### src/rtl/alu_pkg.sv
package alu_pkg;

    typedef enum logic [3:0] {
        OP_AND = 4'b0000,
        OP_OR  = 4'b0001,
        OP_ADD = 4'b0010,
        OP_SUB = 4'b0110,
        OP_SLT = 4'b0111,
        OP_XOR = 4'b1000,
        OP_SLL = 4'b1001,
        OP_SRL = 4'b1010,
        OP_NOR = 4'b1100
    } alu_op_e;

    typedef enum logic [2:0] {
        GRP_NONE,
        GRP_LOGIC,
        GRP_ARITH,
        GRP_CMP,
        GRP_SHIFT
    } res_grp_e;

    typedef enum logic [1:0] {
        LF_AND,
        LF_OR,
        LF_XOR,
        LF_NOR
    } logic_fn_e;

    typedef struct packed {
        res_grp_e  grp;
        logic_fn_e lfn;
        logic      subtract;
        logic      shift_left;
    } alu_ctrl_t;

    typedef struct packed {
        logic zero;
        logic ovf;
        logic cout;
    } alu_flags_t;

    function automatic alu_ctrl_t decode_op(logic [3:0] code);
        alu_ctrl_t c;
        c = '{grp: GRP_NONE, lfn: LF_AND, subtract: 1'b0, shift_left: 1'b0};
        case (code)
            OP_AND: begin c.grp = GRP_LOGIC; c.lfn = LF_AND; end
            OP_OR:  begin c.grp = GRP_LOGIC; c.lfn = LF_OR;  end
            OP_XOR: begin c.grp = GRP_LOGIC; c.lfn = LF_XOR; end
            OP_NOR: begin c.grp = GRP_LOGIC; c.lfn = LF_NOR; end
            OP_ADD: begin c.grp = GRP_ARITH; end
            OP_SUB: begin c.grp = GRP_ARITH; c.subtract = 1'b1; end
            OP_SLT: begin c.grp = GRP_CMP;   c.subtract = 1'b1; end
            OP_SLL: begin c.grp = GRP_SHIFT; c.shift_left = 1'b1; end
            OP_SRL: begin c.grp = GRP_SHIFT; end
            default: c.grp = GRP_NONE;
        endcase
        return c;
    endfunction

    function automatic logic code_is_defined(logic [3:0] code);
        return decode_op(code).grp != GRP_NONE;
    endfunction

endpackage

### src/rtl/alu_adder.sv
module alu_adder #(
    parameter int WIDTH = 32
) (
    input  logic [WIDTH-1:0] a,
    input  logic [WIDTH-1:0] b,
    input  logic             subtract,
    output logic [WIDTH-1:0] sum,
    output logic             cout,
    output logic             ovf
);
    localparam int MSB = WIDTH - 1;

    logic [WIDTH-1:0] b_eff;
    logic [WIDTH:0]   full;

    // Subtract reuses the adder: invert the second operand and carry in one.
    assign b_eff = subtract ? ~b : b;
    assign full  = {1'b0, a} + {1'b0, b_eff} + {{WIDTH{1'b0}}, subtract};
    assign sum   = full[WIDTH-1:0];
    assign cout  = full[WIDTH];
    // Same-signed inputs to the adder producing a different-signed sum.
    assign ovf   = (a[MSB] == b_eff[MSB]) && (full[MSB] != a[MSB]);

endmodule

### src/rtl/alu_logic.sv
module alu_logic
    import alu_pkg::*;
#(
    parameter int WIDTH = 32
) (
    input  logic [WIDTH-1:0] a,
    input  logic [WIDTH-1:0] b,
    input  logic_fn_e        fn,
    output logic [WIDTH-1:0] y
);
    always_comb begin
        case (fn)
            LF_AND:  y = a & b;
            LF_OR:   y = a | b;
            LF_XOR:  y = a ^ b;
            LF_NOR:  y = ~(a | b);
            default: y = '0;
        endcase
    end
endmodule

### src/rtl/alu_shifter.sv
module alu_shifter #(
    parameter int WIDTH = 32,
    parameter int SH_W  = $clog2(WIDTH)
) (
    input  logic [WIDTH-1:0] value,
    input  logic [SH_W-1:0]  amount,
    input  logic             left,
    output logic [WIDTH-1:0] y
);
    logic [WIDTH-1:0]           rev_in;
    logic [WIDTH-1:0]           rev_out;
    logic [SH_W:0][WIDTH-1:0]   stage;

    // A left shift is a right shift of the bit-reversed word, reversed back.
    for (genvar k = 0; k < WIDTH; k++) begin : g_rev
        assign rev_in[k]  = value[WIDTH-1-k];
        assign rev_out[k] = stage[SH_W][WIDTH-1-k];
    end

    assign stage[0] = left ? rev_in : value;

    for (genvar i = 0; i < SH_W; i++) begin : g_stage
        assign stage[i+1] = amount[i] ? (stage[i] >> (2**i)) : stage[i];
    end

    assign y = left ? rev_out : stage[SH_W];

endmodule

### src/rtl/int_alu.sv
module int_alu
    import alu_pkg::*;
#(
    parameter int WIDTH   = 32,
    parameter bit REG_OUT = 1'b0
) (
    input  logic             clk,
    input  logic             rst,
    input  logic [3:0]       op_sel,
    input  logic [WIDTH-1:0] opa,
    input  logic [WIDTH-1:0] opb,
    output logic [WIDTH-1:0] result,
    output logic             zero,
    output logic             overflow,
    output logic             carry
);
    localparam int SH_W = $clog2(WIDTH);

    alu_ctrl_t        ctrl;
    logic [WIDTH-1:0] sum;
    logic             add_cout;
    logic             add_ovf;
    logic [WIDTH-1:0] logic_y;
    logic [WIDTH-1:0] shift_y;
    logic             less;
    logic [WIDTH-1:0] res_c;
    alu_flags_t       flg_c;

    assign ctrl = decode_op(op_sel);

    alu_adder #(.WIDTH(WIDTH)) u_add (
        .a        (opa),
        .b        (opb),
        .subtract (ctrl.subtract),
        .sum      (sum),
        .cout     (add_cout),
        .ovf      (add_ovf)
    );

    alu_logic #(.WIDTH(WIDTH)) u_logic (
        .a  (opa),
        .b  (opb),
        .fn (ctrl.lfn),
        .y  (logic_y)
    );

    alu_shifter #(.WIDTH(WIDTH), .SH_W(SH_W)) u_shift (
        .value  (opa),
        .amount (opb[SH_W-1:0]),
        .left   (ctrl.shift_left),
        .y      (shift_y)
    );

    // Signed less-than: sign of the difference corrected by overflow.
    assign less = sum[WIDTH-1] ^ add_ovf;

    always_comb begin
        case (ctrl.grp)
            GRP_LOGIC: res_c = logic_y;
            GRP_ARITH: res_c = sum;
            GRP_CMP:   res_c = {{(WIDTH-1){1'b0}}, less};
            GRP_SHIFT: res_c = shift_y;
            default:   res_c = '0;
        endcase
        flg_c.zero = (ctrl.grp != GRP_NONE) && (res_c == '0);
        flg_c.ovf  = (ctrl.grp == GRP_ARITH) && add_ovf;
        flg_c.cout = (ctrl.grp == GRP_ARITH) && add_cout;
    end

    if (REG_OUT) begin : g_reg
        logic [WIDTH-1:0] res_q;
        alu_flags_t       flg_q;
        always_ff @(posedge clk) begin
            if (rst) begin
                res_q <= '0;
                flg_q <= '0;
            end else begin
                res_q <= res_c;
                flg_q <= flg_c;
            end
        end
        assign result   = res_q;
        assign zero     = flg_q.zero;
        assign overflow = flg_q.ovf;
        assign carry    = flg_q.cout;
    end else begin : g_comb
        assign result   = res_c;
        assign zero     = flg_c.zero;
        assign overflow = flg_c.ovf;
        assign carry    = flg_c.cout;
    end

endmodule

### config.mk
export PLATFORM = sky130hd
export DESIGN_NAME = int_alu
export DESIGN_NICKNAME = d
export VERILOG_FILES = /design/src/rtl/alu_pkg.sv /design/src/rtl/alu_adder.sv /design/src/rtl/alu_logic.sv /design/src/rtl/alu_shifter.sv /design/src/rtl/int_alu.sv
export SDC_FILE = /design/constraint.sdc
export NUM_CORES = 1
export LEC_CHECK = 0
export ABC_AREA = 0
export CORE_ASPECT_RATIO = 1.4
export CORE_MARGIN = 10
export CORE_UTILIZATION = 60
export DETAILED_ROUTE_END_ITERATION = 7
export GPL_ROUTABILITY_DRIVEN = 1
export PLACE_DENSITY = 0.87
export RECOVER_POWER = 25
export SETUP_SLACK_MARGIN = 0.1
export SLEW_MARGIN = 20
export SYNTH_ARGS = -nofsm -noshare
export SYNTH_HDL_FRONTEND = slang
export SYNTH_HIERARCHICAL = 1
export SYNTH_SLANG_ARGS = --single-unit
### constraint.sdc
create_clock -name vclk -period 8.6
set_clock_uncertainty 0.15 [all_clocks]
set_input_delay 1.29 -clock vclk [all_inputs]
set_output_delay 1.29 -clock vclk [all_outputs]
set_load 0.005 [all_outputs]
# Word-level counts from Yosys, hierarchy flattened
# Cells that the tools add are included.
# totals
register_bits	0
output_inout_bits	35
# classes
bitwise_logic	6
reduce_logical	12
muxes	14
n_addsub	2
eq_ne	17
# op_table
op	count
32-bit 2-to-1 mux	8
32-bit one-hot mux with 4 select lines	2
32-bit inverter	2
32-bit by 32-bit adder with 33-bit output	1
33-bit by 1-bit adder with 33-bit output	1
32-bit AND	1
32-bit logical NOT	1
32-bit OR	1
32-bit XOR	1
4-bit equality test (second input constant)	4
3-bit one-hot mux with 4 select lines	1
4-bit by 3-bit equality test with 1-bit output (second input constant)	2
3-bit by 2-bit equality test with 1-bit output (second input constant)	2
2-bit one-hot mux with 3 select lines	1
2-bit OR reduction	3
2-bit equality test (second input constant)	2
4-bit by 1-bit equality test with 1-bit output (second input constant)	1
4-bit by 2-bit equality test with 1-bit output (second input constant)	1
1-bit logical AND	4
4-bit logical NOT	1
4-bit OR reduction	1
3-bit by 1-bit equality test with 1-bit output (second input constant)	1
3-bit equality test (second input constant)	1
3-bit nonzero test	1
6 further kinds	7

# Logic depth before layout (Yosys ltp)
# Gate-level depths: netlist of the first run.
# depth
ltp_word	12
depth_mapped	22

# Modules after synthesis
# Netlist of the first run, hierarchy kept.
# by_module_without_submodules
module	seq_area_each_um2	area_per_inst_um2	cells_each	n_inst
alu_shifter	0.0	2985.4	343	1
alu_logic	0.0	2105.8	235	1
alu_adder	0.0	1983.2	276	1
int_alu	0.0	1312.5	207	1

# Worst setup path before layout of the first run
# No wires, ideal clock.
# synth_path
path_type	input to output
startpoint	input port op_sel[3]
endpoint	output port zero
slack_ns	1.529
stages	22
arrival_time_ns	5.631
n_path_buf	4
path_cell_list	buf_4 > and3b_1 > clkbuf_2 > buf_1 > xor2_1 > ha_1 > clkbuf_1 > a21oi_1 > o21ai_0 > a21oi_1 > a21oi_1 > o21ai_1 > a21oi_1 > o22ai_2 > mux2_1 > xor2_1 > a21o_1 > a21oi_1 > nand2_1 > or4_1 > nor4b_2 > o211a_1
# synth_lines
item	line_no	source
start: declaration	int_alu.sv:9	input logic [3:0] op_sel,
end: declaration	int_alu.sv:13	output logic zero,

==> impl_summary.txt, run 1 <==
----------------------------------------------------
[Status]
  Status ... finished, final reports clean

[Critical path]
  Endpoint required time on the critical path ... 7.16 ns
  Kind of start point of the critical path ... input pin
  Kind of critical path ... in2out
  Worst Path Max Fanout ... 18
  WP data arrival ... 6.83 ns
  Crit path capture type ... output pin

[Yosys]
  Post-synth top area cell ... sky130_fd_sc_hd__ha_1
  Top cells by area in the synthesized netlist ... sky130_fd_sc_hd__ha_1 (14%), sky130_fd_sc_hd__mux2i_1 (13%), sky130_fd_sc_hd__xor2_1 (7.6%)
  Distinct cell type count after synthesis ... 89
  Count of yosys warnings during synthesis ... 6
  Share of the synthesized area in the top cell type ... 14.2%
  Mean area per synthesized cell ... 7.90 um^2
  Post-Synthesis Cell Area ... 8390 um^2
  Syn nets ... 1,227
  Share of the yosys chip area belonging to registers ... 0%
  Synthesized instance count ... 1,061
  Dominant cell by count in the synthesized netlist ... sky130_fd_sc_hd__mux2i_1
  Most numerous cell types in the synthesized netlist ... sky130_fd_sc_hd__mux2i_1 (107), sky130_fd_sc_hd__ha_1 (95), sky130_fd_sc_hd__inv_1 (78)

[Finish]
  Antenna diode count ... 0
  Final standard cell utilization of the core ... 68.3%
  Sequential cells ... 0
  Final-stage net count ... 1,285
  Finished Layout Cells ... 1,302
  Final non-filler cell area ... 9420 um^2
  Fraction of layout cells with a size suffix above 1 ... 11.5%
  Fillers ... 1,187
  Flip-flop and latch area ... 0 um^2
  Signed area change from the synthesized netlist to the final layout ... 12.3%
  Number of clock-tree buffers in the layout ... 0

[Power]
  Peak supply drop ... 0.0000462 V
  Pwr per Cell Area ... 74.5 nW/um^2
  Leak ... 4.18 nW

[Timing]
  Worst hold-check slack ... 3.64 ns
  Maximum frequency from static timing analysis ... 121 MHz
  Unrepaired setup endpoints after global routing ... no
  Final hold violation count ... 0
  Max-slew violation total from the final report ... 0
  Final critical-path share of the clock period ... 96.2%
  Worst-case headroom to the max-slew limit ... 36.4%
  Slew at the pin closest to its max-slew limit ... 0.947 ns
  Setup-failing EPs final ... 0
  Total negative slack for setup checks ... 0 ns
  Min Clock Period, post-route ... 8.27 ns

[Route]
  Via/cell ratio ... 6.94
  WL final ... 32.0 mm
  Number of routed nets with antenna violations ... 0
  DRC violation count after routing ... 0
  Initial detailed-routing violation count ... 970
  Number of iterations in the first detailed-routing pass ... 6
  Number of vias after detailed routing ... 9,040
  Avg WL per Cell ... 24.6 um

[Place]
  Placed Area ... 9420 um^2
  Weighted congestion reported at the end of routability-driven placement ... 1.03
  Final HPWL DP ... 25.4 mm
  Post-placement cell count ... 1,302
  Number of buffer cells added on primary ports ... 103

[Die]
  Placement Rows ... 51
  IO Pins ... 105
  Horiz. Die Dim ... 120 um
  Die Y ... 160 um
  Initial core utilization ... 60.8%
  Die area ... 19,200 um^2
  Floorplan core area ... 13,800 um^2

[Hold path]
  Hold wc startpoint ... op_sel[3]
  Hold Crit Endpoint ... result[1]
  Count of cells along the worst hold path ... 4
  Worst min-delay path category ... in2out

[Global route]
  Maximum number of pins on one net before global-route repair ... 62
  Vias in the first global route ... 8,729
  First-pass GRT wire length ... 49.1 mm
  Overflow after GRT ... 0
  Initial antenna violation count ... 1
  Aggregate global-route resource usage ... 31.6%

[Run]
  Max Cap Viol ... 0

----------------------------------------------------
==> worst max path at each step <==
| stage | startpoint | to | slack, ns |
|---|---|---|---|
| 3_5_place_dp | op_sel[1] | zero | 0.31 |
| 2_1_floorplan | op_sel[3] | zero | 1.53 |
| 3_3_place_gp | op_sel[1] | zero | 0.36 |
| 4_1_cts | op_sel[1] | zero | 0.28 |
| 6_report | op_sel[3] | zero | 0.33 |
| 5_1_grt | op_sel[3] | zero | 0.1 |
==> cell families (layout without fill, tap and decap cells) <==
| logic type | Yosys count | count (layout) | share of synthesized area (%) |
|---|---|---|---|
| compound gates | 290 | 290 | 25.1 |
| mux | 172 | 172 | 26.5 |
| buf+inv | 164 | 220 | 10.1 |
| fa+ha+maj | 96 | 96 | 14.4 |
| simple gates | 247 | 247 | 14.3 |
| xor+xnor | 92 | 92 | 9.61 |
==> timing repair <==
item | CTS | global route
setup endpoints to repair | 0 | 1
buffers inserted | 0 | 0
gates resized for setup | 0 | 1
hold buffers | 0 | 0
==> critical path, cell delays in order <==
cell and delay, ns:
sky130_fd_sc_hd__clkdlybuf4s50_1 0.42, sky130_fd_sc_hd__and3b_4 0.54, sky130_fd_sc_hd__xor2_1 0.19, sky130_fd_sc_hd__ha_1 0.31
sky130_fd_sc_hd__a21oi_1 0.22, sky130_fd_sc_hd__nand4b_1 0.17, sky130_fd_sc_hd__o211ai_2 0.27, sky130_fd_sc_hd__a21oi_1 0.13
sky130_fd_sc_hd__o21ai_1 0.30, sky130_fd_sc_hd__a21oi_1 0.15, sky130_fd_sc_hd__o22ai_2 0.24, sky130_fd_sc_hd__mux2_1 0.38
sky130_fd_sc_hd__xor2_1 0.17, sky130_fd_sc_hd__a21o_1 0.18, sky130_fd_sc_hd__a21oi_1 0.22, sky130_fd_sc_hd__nand2_1 0.08
sky130_fd_sc_hd__or4_1 0.53, sky130_fd_sc_hd__nor4b_2 0.31, sky130_fd_sc_hd__o211a_1 0.21, sky130_fd_sc_hd__clkdlybuf4s50_1 0.51
==> per-layer routing <==
metal	part of all wire [%]	GRT usage, %	vias to the layer above	wire [um]
met5	0	0	-	0
met4	8.0	21.0	0	2560
met3	6.8	3.49	144	2170
met2	49	55.5	518	15800
met1	36	34.8	4288	11500
li1	-	-	4090	-
==> layout make-up <==
class	instances	area (um^2)	area share, %
Inverter	81	304	3.23
Multi-Input combinational cell	897	7580	80.5
Tap cell	185	231	2.46
Timing Repair Buffer	139	1300	13.8
==> through the flow <==
step / power, mW / setup slack [ns]
final: 0.702 / 0.330
after global routing: 0.748 / 0.0990
after CTS: 0.681 / 0.279
after detailed placement: 0.678 / 0.309
after global placement: 0.669 / 0.358
after floorplan: 0.457 / 1.53
==> power breakdown <==
group	leakage, nW	switching [mW]	internal, mW
combinational	4.18	0.400	0.302
sequential	0	0	0
clock	0	0	0
==> cell usage in the layout (no fill, tap or decap), types with 8 or more instances in the layout <==
master and count:
sky130_fd_sc_hd__a22oi_1 11, sky130_fd_sc_hd__inv_1 78, sky130_fd_sc_hd__a32oi_1 28, sky130_fd_sc_hd__nand2_1 77
sky130_fd_sc_hd__a22o_1 28, sky130_fd_sc_hd__nand3_1 18, sky130_fd_sc_hd__nand2b_1 16, sky130_fd_sc_hd__ha_1 95
sky130_fd_sc_hd__xnor2_1 19, sky130_fd_sc_hd__o22ai_1 14, sky130_fd_sc_hd__nor2b_1 11, sky130_fd_sc_hd__a221oi_1 9
sky130_fd_sc_hd__and3_1 8, sky130_fd_sc_hd__o21ai_0 25, sky130_fd_sc_hd__mux2_2 26, sky130_fd_sc_hd__a21oi_1 76
sky130_fd_sc_hd__nand4_1 9, sky130_fd_sc_hd__nor2_1 60, sky130_fd_sc_hd__xor2_1 73, sky130_fd_sc_hd__buf_4 35
sky130_fd_sc_hd__clkdlybuf4s50_1 99, sky130_fd_sc_hd__nor3_1 14, sky130_fd_sc_hd__mux2i_1 107, sky130_fd_sc_hd__a31oi_1 9
sky130_fd_sc_hd__mux4_2 27, sky130_fd_sc_hd__a21o_1 13
Note: power is estimated with default switching activity, not from simulation.
==> inputs of run 2 (changes only) <==
--- a/config.mk
+++ b/config.mk
@@ -6,6 +6,7 @@
 export NUM_CORES = 1
 export LEC_CHECK = 0
 export ABC_AREA = 0
+export CAP_MARGIN = 20
 export CORE_ASPECT_RATIO = 1.4
 export CORE_MARGIN = 10
 export CORE_UTILIZATION = 60
==> results of run 2 <==
Final layout, timing and power as in run 1 (identical DEF).
